$ cat config.mk
export PLATFORM = sky130hd
export DESIGN_NAME = dma_page_splitter
export DESIGN_NICKNAME = d
export VERILOG_FILES = /design/src/rtl/dps_pkg.sv /design/src/rtl/dps_byte_count.sv /design/src/rtl/dps_chunk_calc.sv /design/src/rtl/dma_page_splitter.sv
export SDC_FILE = /design/constraint.sdc
export NUM_CORES = 1
export LEC_CHECK = 0
export ABC_AREA = 1
export BUFFER_PORTS_ARGS = -buffer_cell sky130_fd_sc_hd__clkbuf_2
export CORE_ASPECT_RATIO = 1.4
export CORE_MARGIN = 1
export CORE_UTILIZATION = 60
export CTS_BUF_LIST = sky130_fd_sc_hd__clkbuf_8
export CTS_CLUSTER_DIAMETER = 100
export DETAILED_ROUTE_END_ITERATION = 6
export GPL_ROUTABILITY_DRIVEN = 0
export HOLD_SLACK_MARGIN = 0.05
export PLACE_DENSITY = 0.94
export SETUP_SLACK_MARGIN = 0.02
export SYNTH_ARGS = -nofsm -noshare
export SYNTH_HDL_FRONTEND = slang
export SYNTH_HIERARCHICAL = 1
export SYNTH_SLANG_ARGS = --single-unit
export TNS_END_PERCENT = 1
$ cat constraint.sdc
create_clock -name clk -period 7.8 [get_ports clk]
set_input_delay 1.56 -clock clk [delete_from_list [all_inputs] [get_ports clk]]
set_output_delay 1.56 -clock clk [all_outputs]
set_load 0.02 [all_outputs]
$ cat src/rtl/dps_pkg.sv
package dps_pkg;

    typedef enum logic [1:0] {
        ST_IDLE  = 2'd0,
        ST_ISSUE = 2'd1,
        ST_WAIT  = 2'd2,
        ST_DONE  = 2'd3
    } dps_state_e;

    localparam logic [2:0] CPL_SUCCESS = 3'b000;
    localparam logic [2:0] CPL_ABORT   = 3'b100;

endpackage

$ cat src/rtl/dps_byte_count.sv
module dps_byte_count #(
    parameter int LEN_W = 10,
    parameter int CNT_W = 13
) (
    input  logic [7:0]       be,
    input  logic [LEN_W-1:0] len_dw,
    output logic [CNT_W-1:0] total
);
    logic [3:0]       ones;
    logic [CNT_W-1:0] extra;

    always_comb begin
        ones = '0;
        for (int i = 0; i < 8; i++) begin
            ones = ones + {3'b000, be[i]};
        end
        if (len_dw > LEN_W'(2)) begin
            extra = CNT_W'(len_dw - LEN_W'(2)) << 2;
        end else begin
            extra = '0;
        end
        total = extra + CNT_W'(ones);
    end
endmodule

$ cat src/rtl/dps_chunk_calc.sv
module dps_chunk_calc #(
    parameter int ADDR_W     = 64,
    parameter int PAGE_SHIFT = 13,
    parameter int CNT_W      = 13,
    parameter int SIZE_W     = 14
) (
    input  logic [ADDR_W-1:0] addr,
    input  logic [CNT_W-1:0]  remain,
    output logic [SIZE_W-1:0] size
);
    localparam logic [SIZE_W-1:0] PAGE_BYTES = SIZE_W'(1) << PAGE_SHIFT;

    logic [SIZE_W-1:0] room;
    logic [SIZE_W-1:0] remain_w;

    always_comb begin
        room     = PAGE_BYTES - SIZE_W'(addr[PAGE_SHIFT-1:0]);
        remain_w = SIZE_W'(remain);
        size     = (remain_w < room) ? remain_w : room;
    end
endmodule

$ cat src/rtl/dma_page_splitter.sv
module dma_page_splitter
    import dps_pkg::*;
#(
    parameter int ADDR_W     = 64,
    parameter int LEN_W      = 10,
    parameter int RID_W      = 16,
    parameter int PAGE_SHIFT = 13,
    localparam int CNT_W     = LEN_W + 3,
    localparam int SIZE_W    = (CNT_W > PAGE_SHIFT + 1) ? CNT_W : PAGE_SHIFT + 1
) (
    input  logic              clk,
    input  logic              rst_n,
    input  logic              req_valid,
    output logic              req_ready,
    input  logic              req_write,
    input  logic              req_addr64,
    input  logic [ADDR_W-1:0] req_addr,
    input  logic [LEN_W-1:0]  req_len_dw,
    input  logic [7:0]        req_be,
    input  logic [RID_W-1:0]  req_rid,
    output logic              chunk_valid,
    input  logic              chunk_ready,
    output logic              chunk_write,
    output logic              chunk_addr64,
    output logic [ADDR_W-1:0] chunk_addr,
    output logic [SIZE_W-1:0] chunk_bytes,
    output logic [RID_W-1:0]  chunk_rid,
    input  logic              rsp_valid,
    input  logic              rsp_ok,
    output logic              cpl_valid,
    output logic [2:0]        cpl_status
);

    typedef struct packed {
        dps_state_e        st;
        logic [ADDR_W-1:0] addr;
        logic [CNT_W-1:0]  remain;
        logic              write;
        logic              a64;
        logic [RID_W-1:0]  rid;
        logic              all_ok;
    } ctx_t;

    ctx_t ctx_d, ctx_q;

    logic [CNT_W-1:0]  total_bytes;
    logic [SIZE_W-1:0] cur_size;

    dps_byte_count #(
        .LEN_W (LEN_W),
        .CNT_W (CNT_W)
    ) u_count (
        .be     (req_be),
        .len_dw (req_len_dw),
        .total  (total_bytes)
    );

    dps_chunk_calc #(
        .ADDR_W     (ADDR_W),
        .PAGE_SHIFT (PAGE_SHIFT),
        .CNT_W      (CNT_W),
        .SIZE_W     (SIZE_W)
    ) u_calc (
        .addr   (ctx_q.addr),
        .remain (ctx_q.remain),
        .size   (cur_size)
    );

    always_comb begin
        ctx_d = ctx_q;
        unique case (ctx_q.st)
            ST_IDLE: begin
                if (req_valid) begin
                    ctx_d.addr   = req_addr;
                    ctx_d.remain = total_bytes;
                    ctx_d.write  = req_write;
                    ctx_d.a64    = req_addr64;
                    ctx_d.rid    = req_rid;
                    ctx_d.all_ok = 1'b1;
                    ctx_d.st     = (total_bytes == '0) ? ST_DONE : ST_ISSUE;
                end
            end
            ST_ISSUE: begin
                if (chunk_ready) begin
                    ctx_d.addr   = ctx_q.addr + ADDR_W'(cur_size);
                    ctx_d.remain = ctx_q.remain - CNT_W'(cur_size);
                    ctx_d.st     = ST_WAIT;
                end
            end
            ST_WAIT: begin
                if (rsp_valid) begin
                    ctx_d.all_ok = ctx_q.all_ok & rsp_ok;
                    ctx_d.st     = (ctx_q.remain == '0) ? ST_DONE : ST_ISSUE;
                end
            end
            ST_DONE: begin
                ctx_d.st = ST_IDLE;
            end
            default: ctx_d.st = ST_IDLE;
        endcase
    end

    always_ff @(posedge clk) begin
        if (!rst_n) begin
            ctx_q.st     <= ST_IDLE;
            ctx_q.addr   <= '0;
            ctx_q.remain <= '0;
            ctx_q.write  <= 1'b0;
            ctx_q.a64    <= 1'b0;
            ctx_q.rid    <= '0;
            ctx_q.all_ok <= 1'b1;
        end else begin
            ctx_q <= ctx_d;
        end
    end

    assign req_ready    = (ctx_q.st == ST_IDLE);
    assign chunk_valid  = (ctx_q.st == ST_ISSUE);
    assign chunk_write  = ctx_q.write;
    assign chunk_addr64 = ctx_q.a64;
    assign chunk_addr   = ctx_q.addr;
    assign chunk_bytes  = cur_size;
    assign chunk_rid    = ctx_q.rid;
    assign cpl_valid    = (ctx_q.st == ST_DONE);
    assign cpl_status   = ctx_q.all_ok ? CPL_SUCCESS : CPL_ABORT;

endmodule

# --- Word-level counts from Yosys, hierarchy flattened ---
# Cells that the tools add are included.
word_totals:
  register_bits: 98
  elab_cells: 49
op_classes:
  n_addsub: 12
  magnitude_cmp: 2
  n_eq_ne: 6
  muxes: 12
  n_bitwise: 1
  reduce_logical: 9
ops:
  columns: ["cell", "n"]
  rows:
  - ["case mux 77 bit (2 select lines)", 1]
  - ["two-way mux 98 bit", 1]
  - ["two-way mux 79 bit", 1]
  - ["adder 64 x 14 -> 64 bit", 1]
  - ["zero test 13 bit", 2]
  - ["adder 4 x 1 -> 4 bit", 6]
  - ["less-than comparator 13 x 14 -> 1 bit", 1]
  - ["two-way mux 14 bit", 1]
  - ["subtractor 14 x 13 -> 14 bit, first input constant", 1]
  - ["adder 13 x 4 -> 13 bit", 1]
  - ["two-way mux 13 bit", 1]
  - ["subtractor 13 bit", 1]
  - ["subtractor 10 x 2 -> 11 bit, second input constant", 1]
  - ["> comparator 10 x 2 -> 1 bit, second input constant", 1]
  - ["AND reduction 3 bit", 3]
  - ["case mux 2 bit (4 select lines)", 1]
  - ["two-way mux 2 bit", 3]
  - ["== test 2 bit, second input constant", 2]
  - ["!= test 2 bit, second input constant", 2]
  - ["nonzero test 2 bit", 2]
  - ["two-way mux 3 bit", 1]
  - ["adder 1 x 1 -> 2 bit", 1]
  - ["== test 2 x 1 -> 1 bit, second input constant", 1]
  - ["zero test 2 bit", 1]
  - ["other kinds (5)", 5]

# --- Logic depth before layout (Yosys ltp) ---
# Gate-level depths: netlist (run 1).
logic_depth:
  word_depth: 12
  ltp_mapped: 34

# --- Cells and area by module ---
# The synthesis (run 1) kept the hierarchy.
modules_own_cells:
  columns: ["mod", "n_inst", "cells_per_inst", "area_each_um2", "seq_area_each_um2"]
  rows:
  - ["dma_page_splitter", 1, 1422, 8461.9, 1961.9]
  - ["dps_chunk_calc", 1, 157, 850.8, 0.0]
  - ["dps_byte_count", 1, 113, 739.5, 0.0]

# --- Worst setup path before layout (run 1) ---
# No wires, ideal clock.
synth_timing:
  path_type: "input to register"
  startpoint: "in req_be[3]"
  endpoint: "reg ctx_q[97] in the netlist's numbering"
  arrival_time_ns: 4.868
  required_ns: 7.742
  slack_ns: 2.874
  stages: 20
  n_path_buf: 0
  cell_sequence: "fa_1 inv_1 fa_1 inv_1 ha_1 fa_1 xor2_1 ha_1 fa_1 nand4_2 nor2_4 nand3_1 nand2_1 nor2_1 nand3_1 nor3_1 nand4_1 nand3_1 nand4_1 inv_1"
synth_via:
  elab_chain_cells: 10
synth_lines:
  columns: ["element", "line_no", "source"]
  rows:
  - ["start: declaration", "dma_page_splitter.sv:19", "input logic [7:0] req_be,"]
  - ["adder 4 x 1 -> 4 bit (5 in a row)", "dps_byte_count.sv:15", "ones = ones + {3'b000, be[i]};"]
  - ["adder 13 x 4 -> 13 bit", "dps_byte_count.sv:22", "total = extra + CNT_W'(ones);"]
  - ["named net total_bytes[10]", "dma_page_splitter.sv:46", "logic [CNT_W-1:0] total_bytes;"]
  - ["zero test 13 bit", "dma_page_splitter.sv:80", "ctx_d.st = (total_bytes == '0) ? ST_DONE : ST_ISSUE;"]
  - ["two-way mux 2 bit", "dma_page_splitter.sv:80", null]
  - ["two-way mux 98 bit", "dma_page_splitter.sv:73", "if (req_valid) begin"]
  - ["case mux 2 bit (4 select lines)", "dma_page_splitter.sv:71", "unique case (ctx_q.st)"]
  - ["end signal: assignment", "dma_page_splitter.sv:113", "ctx_q <= ctx_d;"]
  - ["end: declaration", "dma_page_splitter.sv:44", "ctx_t ctx_d, ctx_q;"]
# The timed path passes the listed nets, and every way through them passes these cells. The select of a mux whose other input is x is not followed.
# A chain may end at the register's enable or synchronous reset.

# --- Worst setup path in the final report (run 1) ---
layout_timing:
  startpoint: "reg chunk_addr[1] (netlist name)"
  endpoint: "out chunk_bytes[1]"
layout_via:
  elab_chain_cells: 3
layout_lines:
  columns: ["element", "line_no", "source"]
  rows:
  - ["subtractor 14 x 13 -> 14 bit (*)", "dps_chunk_calc.sv:17", "room = PAGE_BYTES - SIZE_W'(addr[PAGE_SHIFT-1:0]);"]
  - ["less-than comparator 13 x 14 -> 1 bit", "dps_chunk_calc.sv:19", "size = (remain_w < room) ? remain_w : room;"]
  - ["two-way mux 14 bit (*)", "dps_chunk_calc.sv:19", null]
  - ["end: declaration", "dma_page_splitter.sv:26", "output logic [SIZE_W-1:0] chunk_bytes,"]
# Mark *: on every way between the ends. The rest lies on a longest branch, timed or not.

==> results.tsv, run 1 <==
metric	value	unit
num_rows	55	
synth_edf_count	0	
synth_commonest_cells	nand2_1, inv_1, nor2_1, nand3_1, o21ai_0	
ctsResizeCount	0	
r2r-start	chunk_addr[1]	
min_period_over_period	0.663	
wire_per_inst	15.7	um
final_hold_viol_count	0	
htreeDepth	3	
violations	DRC	
grt_max_degree	103	
reg2reg_to	chunk_addr[28]	
worst_setup_path_end_kind	primary output	
place_hpwl	23.3	mm
diodes	0	
detailedPlace.worstSlack	2.53	ns
drcViolationCount	25	
min_path_cells	2	
reg2reg_depth	23	
finalSetupTns	0	ns
grt_pass1_wl	49.9	mm
worst_ep_arrival_time	3.61	ns
syn_inst	1692	
grt_antenna_before_repair	0	
drt_wl_total	31.1	mm
synthArstFlopShare	0	
required	6.24	ns
synth_top_area_cell	dfxtp_1	
ys_warn_count	6	
drtIter0Drc	1273	
ant_nets	0	
multi_input_area	6380	um^2
dieWidth	111	um
worst-setup-path-type	reg2out	
via_per_inst	5.76	
vdd_ir_drop_max	147	uV
synthFlopType	dfxtp_1	
path_clk_slew	0.11	ns
cts_buffers	9	
die_h	155	um
fmax	193	MHz
hp-start	chunk_rid[8]	
cp_common_cell	nand2_1	
seq_area	1960	um^2
yosys.cell_count.top_type	nand2_1	
setup_slack	2.63	ns
grtUsageTotal	0.361	
ios	208	
clk_path_buf_depth	2	
area_growth	6.80	%
tightestPinTransition	0.874	ns
drv_cap	0	
postCtsSetupRepairBufs	0	
final_net_count	1940	
cp_slowest_stage_delay	0.38	ns
drv_slew	0	
first_global_vias	10487	
finClkSkew	0.0112	ns
holdPathEnd	chunk_rid[8]	
dr.pass1.iters	7	
cts_hold_buffers	0	
p_leak	5.67	nW
grt.overflow.total	0	
ys_seq_area_frac	0.195	
clockRootBuffer	clkbuf_8	
status	finished, violations left	
synth_area	10100	um^2
setup_viol	0	
powerDensity	250	nW/um^2
tritoncts	done	
vias	11427	
core	16200	um^2
rsz0062_at_grt	no	
period_needed	5.17	ns
synth.distinct_cells	46	
slew_headroom	0.417	
synth-seq-cells	98	
r2r_setup_slack	2.94	ns
avgSynthCellArea	5.94	um^2
io_buffers	204	
clock_latency	0.41	ns
ys_top_cells_by_area	dfxtp_1, nand2_1, inv_1, nand3_1, buf_4	
die-area	17300	um^2
cp_max_fo	14	
cp_slowest_cell	dfxtp_1	
crit_chain	inv_1 -> ha_1 -> nand2_1 -> nor2_1 -> nand4_1 -> xor2_1 -> inv_1 -> ha_1 -> and3_1 -> nand4_2 -> nand2_4 -> nand2_1 -> nand2_1 -> clkbuf_2	
worst_setup_path_start_kind	flop	
hold_path_class	reg2reg	
fill_cells	1455	
start_util	0.619	
synth_top_area_frac	0.195	
drive_above_1_share	0.172	
numClockSinks	98	
-- logic make-up (layout without fill, tap and decap cells) --
logic type / after synthesis / count (layout) / share of synthesized area
AOI/OAI and AO/OA: 240 / 240 / 0.127
and+or+nand+nor: 892 / 892 / 0.397
xor gates and xnor gates: 43 / 43 / 0.0375
DFF: 98 / 98 / 0.195
adders and majority gates: 53 / 53 / 0.0712
other: 2 / 3 / 0.000747
buffers and inverters: 364 / 457 / 0.172
-- routing by layer --
metal	wire length (um)	track usage	up-vias	part of all wire
li1	-	-	5512	-
met1	10800	0.385	5034	0.35
met2	15100	0.631	681	0.49
met3	2940	0.0697	200	0.095
met4	2300	0.280	0	0.074
met5	0	0	-	0
-- flip-flops by register name, summed over array words and instances (netlist names) --
register and count:
chunk_write 1, chunk_addr 64, ctx_q 16, chunk_addr64 1
chunk_rid 16
-- worst max path at each step --
stage | from | to | cells after the start
finish | chunk_addr[1] | chunk_bytes[1] | 14
global route | chunk_addr[1] | chunk_bytes[1] | 14
CTS | chunk_addr[1] | chunk_bytes[1] | 14
detailed placement | req_be[3] | ctx_q[97] | 21
global placement | req_be[3] | ctx_q[97] | 21
floorplan | req_be[3] | ctx_q[97] | 20
-- metrics by stage --
stage	power [mW]	instances	util	hold WS (ns)	instance area, um^2
6_report	2.68	1985	0.661	0.493	10700
5_1_grt	2.88	1985	0.661	0.509	10700
4_1_cts	2.64	1985	0.661	0.495	10700
3_5_place_dp	2.26	1969	0.648	0.475	10500
3_3_place_gp	2.21	1969	0.648	0.464	10500
2_1_floorplan	1.95	1693	-	0.456	10100
-- critical path: cells and delay by family (launching register included) --
kind	cells	cell delay [ns]
xor gates and xnor gates	1	0.25
adders and majority gates	2	0.52
buffers and inverters	3	0.44
DFF	1	0.38
and+or+nand+nor	8	1.61
-- power breakdown --
group / internal (mW) / total (mW) / leakage [nW] / switching (mW)
clock network: 0.158 / 0.378 / 0.111 / 0.220
registers: 0.597 / 0.760 / 0.810 / 0.164
logic: 0.518 / 1.55 / 4.75 / 1.03
-- cells in the final DEF (no fill, tap or decap), types with 2 or more instances in the layout --
| master | Yosys | layout |
|---|---|---|
| a31oi_1 | 25 | 25 |
| o21a_1 | 6 | 6 |
| nand4_1 | 25 | 25 |
| a21oi_1 | 84 | 84 |
| or2_1 | 2 | 2 |
| o21ai_1 | 3 | 3 |
| o21bai_1 | 2 | 2 |
| nor3_1 | 29 | 29 |
| inv_1 | 222 | 222 |
| clkbuf_2 | 0 | 204 |
| ha_1 | 46 | 46 |
| nor2_4 | 9 | 10 |
| a21oi_2 | 2 | 2 |
| fa_1 | 7 | 7 |
| xnor2_1 | 12 | 12 |
| conb_1 | 2 | 3 |
| nand2_4 | 1 | 2 |
| nand2_2 | 20 | 19 |
| inv_2 | 10 | 10 |
| xor2_1 | 31 | 31 |
| inv_6 | 0 | 2 |
| dfxtp_1 | 98 | 98 |
| nand3b_1 | 5 | 5 |
| nor2_2 | 13 | 13 |
| nand3_2 | 7 | 7 |
| nand2_1 | 481 | 481 |
| inv_8 | 0 | 2 |
| clkbuf_8 | 0 | 9 |
| nand4_2 | 3 | 3 |
| nor2_1 | 141 | 140 |
| nand3_1 | 134 | 134 |
| buf_4 | 88 | 4 |
| nor4_1 | 3 | 3 |
| o21ai_0 | 114 | 114 |
| nor3_2 | 13 | 13 |
-- layout make-up --
| type | count | area share |
|---|---|---|
| clock inverter | 7 | 0.00886 |
| timing repair buffer | 208 | 0.0979 |
| clock buffer | 9 | 0.0115 |
| tap | 199 | 0.0232 |
| inverter | 233 | 0.0816 |
| sequential | 98 | 0.183 |
| multi-input combinational | 1231 | 0.594 |
Power figures use the tool's default switching activity.
==> run 2: changes to the inputs <==
ABC_AREA = 0   (was 1)
CORE_UTILIZATION = 51   (was 60)
PLACE_DENSITY = 0.87   (was 0.94)
clock period = 4.35 ns   (was 7.8 ns; I/O delays follow)
==> results.tsv, run 2 <==
metric	value	unit	change
status	finished, violations left		unchanged
violations	DRC, setup timing		was DRC
first_global_vias	10022		was 10,487
vdd_ir_drop_max	187	uV	was 147 uV
synthArstFlopShare	0		unchanged
worst_setup_path_end_kind	flop		was primary output
place_hpwl	23.9	mm	was 23.3 mm
diodes	0		unchanged
die-area	17900	um^2	was 17,300 um^2
powerDensity	355	nW/um^2	was 250 nW/um^2
vias	10838		was 11,427
dr.pass1.iters	7		unchanged
grt_max_degree	45		was 103
hp-start	chunk_rid[5]		was chunk_rid[8]
drv_slew	0		unchanged
reg2reg_depth	21		was 23
drtIter0Drc	1117		was 1,273
cts_buffers	9		unchanged
worst_setup_path_start_kind	flop		unchanged
synth_top_area_frac	0.222		was 0.195
reg2reg_to	chunk_addr[24]		was chunk_addr[28]
setup_viol	89		was 0
detailedPlace.worstSlack	-1.38	ns	was 2.53 ns
ys_top_cells_by_area	dfxtp_1, buf_4, ha_1, nand2_1, a21oi_1		was dfxtp_1, nand2_1, inv_1, nand3_1, buf_4
power	4.07	mW	was 2.68 mW
syn_inst	1189		was 1,692
synth_top_area_cell	dfxtp_1		unchanged
grt_pass1_wl	50.4	mm	was 49.9 mm
cts_hold_buffers	0		unchanged
setup_slack	-1.18	ns	was 2.63 ns
largest_reg_flops	64		unchanged
mostFrequentLayoutCell	clkbuf_2		was nand2_1
finClkSkew	0.0109	ns	was 0.0112 ns
area_growth	29.7	%	was 6.80%
grt.overflow.total	0		unchanged
start_util	0.525		was 0.619
final_net_count	1586		was 1,940
drv_cap	0		unchanged
num_rows	56		was 55
synth-seq-cells	98		unchanged
dieWidth	113	um	was 111 um
path_clk_slew	0.11	ns	about the same
tritoncts	done		unchanged
yosys.cell_count.top_type	nand2_1		unchanged
final_hold_viol_count	0		unchanged
layout_common_cells	clkbuf_2, buf_4, nand2_1, dfxtp_1, nor2_1		was nand2_1, inv_1, clkbuf_2, nor2_1, nand3_1
holdPathEnd	chunk_rid[5]		was chunk_rid[8]
cp_max_fo	8		was 14
period_needed	5.53	ns	
p_leak	5.00	nW	was 5.67 nW
clk_path_buf_depth	2		unchanged
min_period_over_period	1.27		
io_buffers	204		unchanged
via_per_inst	6.63		was 5.76
worst_ep_arrival_time	5.82	ns	was 3.61 ns
drive_above_1_share	0.348		was 0.172
utilization	0.681		was 0.661
worst-setup-path-type	reg2reg		was reg2out
hold_path_class	reg2reg		unchanged
core	16800	um^2	was 16,200 um^2
die_h	158	um	was 155 um
tightestPinTransition	1.17	ns	was 0.874 ns
ios	208		unchanged
avgSynthCellArea	7.43	um^2	was 5.94 um^2
drcViolationCount	2		was 25
drt_wl_total	34.4	mm	was 31.1 mm
synth_area	8830	um^2	was 10,100 um^2
grt_antenna_before_repair	0		unchanged
required	4.64	ns	was 6.24 ns
rsz0062_at_grt	yes		was no
slew_headroom	0.222		was 0.417
crit_start	chunk_addr[3]		was chunk_addr[1]
fmax	181	MHz	
ant_nets	0		unchanged
synth_commonest_cells	nand2_1, dfxtp_1, nor2_1, a21oi_1, buf_4		was nand2_1, inv_1, nor2_1, nand3_1, o21ai_0
grtUsageTotal	0.356		was 0.361
wire_per_inst	21.1	um	was 15.7 um
synthFlopType	dfxtp_1		unchanged
min_path_cells	2		unchanged
synth.distinct_cells	87		was 46
synth_edf_count	0		unchanged
clockRootBuffer	clkbuf_8		unchanged
clock_latency	0.39	ns	was 0.41 ns
ys_seq_area_frac	0.222		was 0.195
r2r_setup_slack	-1.18	ns	was 2.94 ns
htreeDepth	3		unchanged
ys_warn_count	6		unchanged
numClockSinks	98		unchanged
r2r-start	chunk_addr[3]		was chunk_addr[1]
[run 2: cell types whose count changed after synthesis, sizes merged, moves of 17 or more]
cell    before  now
nand3      141   48
xor2        31   12
nand2      502  126
nor2       164   96
inv        232   56
nor4         3   23
a211oi       0   22
o21ai      118   57
buf        108   91
mux2i        0   23
clkbuf      23   56
[run 2: worst max-delay path, cell delays in order, from the launching register on]
cell and delay, ns:
dfxtp_1 0.33, or4_4 0.55, or3_4 0.38, or4_4 0.47, xnor2_4 0.18, ha_4 0.24, a21oi_2 0.15, a211oi_2 0.10
a211oi_4 0.38, buf_4 0.18, mux2_4 0.31, ha_1 0.22, fa_2 0.36, a21o_1 0.19, a22oi_2 0.26, nor3_2 0.12
nor3_2 0.16, buf_4 0.20, buf_4 0.18, nor3_1 0.08, a22o_1 0.19, a32o_1 0.19
[run 2: area by class of cell]
class	instances	area (um^2)
flip-flops and latches	98	1960
fillers	1286	5360
well taps	203	254
multi-input cells	889	6420
clock buffers	9	124
repair buffers	373	2390
inverters	56	210
clock inverters	7	93.8
[run 2: where the power goes]
| part | internal (mW) | switching [mW] |
|---|---|---|
| Clock | 0.325 | 0.372 |
| Combinational | 1.02 | 1.27 |
| Sequential | 0.979 | 0.105 |
| Total | 2.33 | 1.75 |
[run 2: metrics by stage]
stage | hold WS (ns) | setup TNS [ns] | cells | cell area [um^2]
5_1_grt | 0.476 | -82.70 | 1635 | 11500
3_3_place_gp | 0.442 | -68.05 | 1614 | 10700
6_report | 0.462 | -75.16 | 1635 | 11500
4_1_cts | 0.462 | -68.15 | 1631 | 11000
3_5_place_dp | 0.447 | -80.51 | 1614 | 10700
2_1_floorplan | 0.437 | -57.74 | 1190 | 8980
[run 2: kinds of logic after synthesis]
group | count (synthesis) | synth area share
compound gates | 316 | 0.246
xor+xnor | 34 | 0.0337
fa+ha+maj | 53 | 0.0810
buf+inv | 203 | 0.123
flops | 98 | 0.222
mux | 27 | 0.0312
other cells | 2 | 0.000850
simple gates | 456 | 0.262
[run 2: routing by layer]
layer  GRT usage  vias to the layer above  wire [um]
met5           0                        -          0
met4       0.227                        0       2590
met3      0.0574                      244       3330
met2       0.619                      811      16500
met1       0.406                     5018      12000
li1            -                     4765          -
[run 2: repair_timing]
action                     CTS  global route
hold endpoints to repair     0             0
gates cloned                 0             0
setup buffers                1             4
setup endpoints to repair   88            89
resized for setup           31            98
pin swaps                    7            31
[run 2: worst max path at each step]
stage / depth (start not counted) / slack [ns] / endpoint
after floorplan: 18 / -1.07 / chunk_addr[59]
after global placement: 22 / -1.18 / chunk_addr[35]
after detailed placement: 19 / -1.38 / chunk_addr[49]
after CTS: 19 / -1.06 / chunk_addr[50]
after global routing: 21 / -1.26 / chunk_addr[24]
final: 21 / -1.18 / chunk_addr[24]
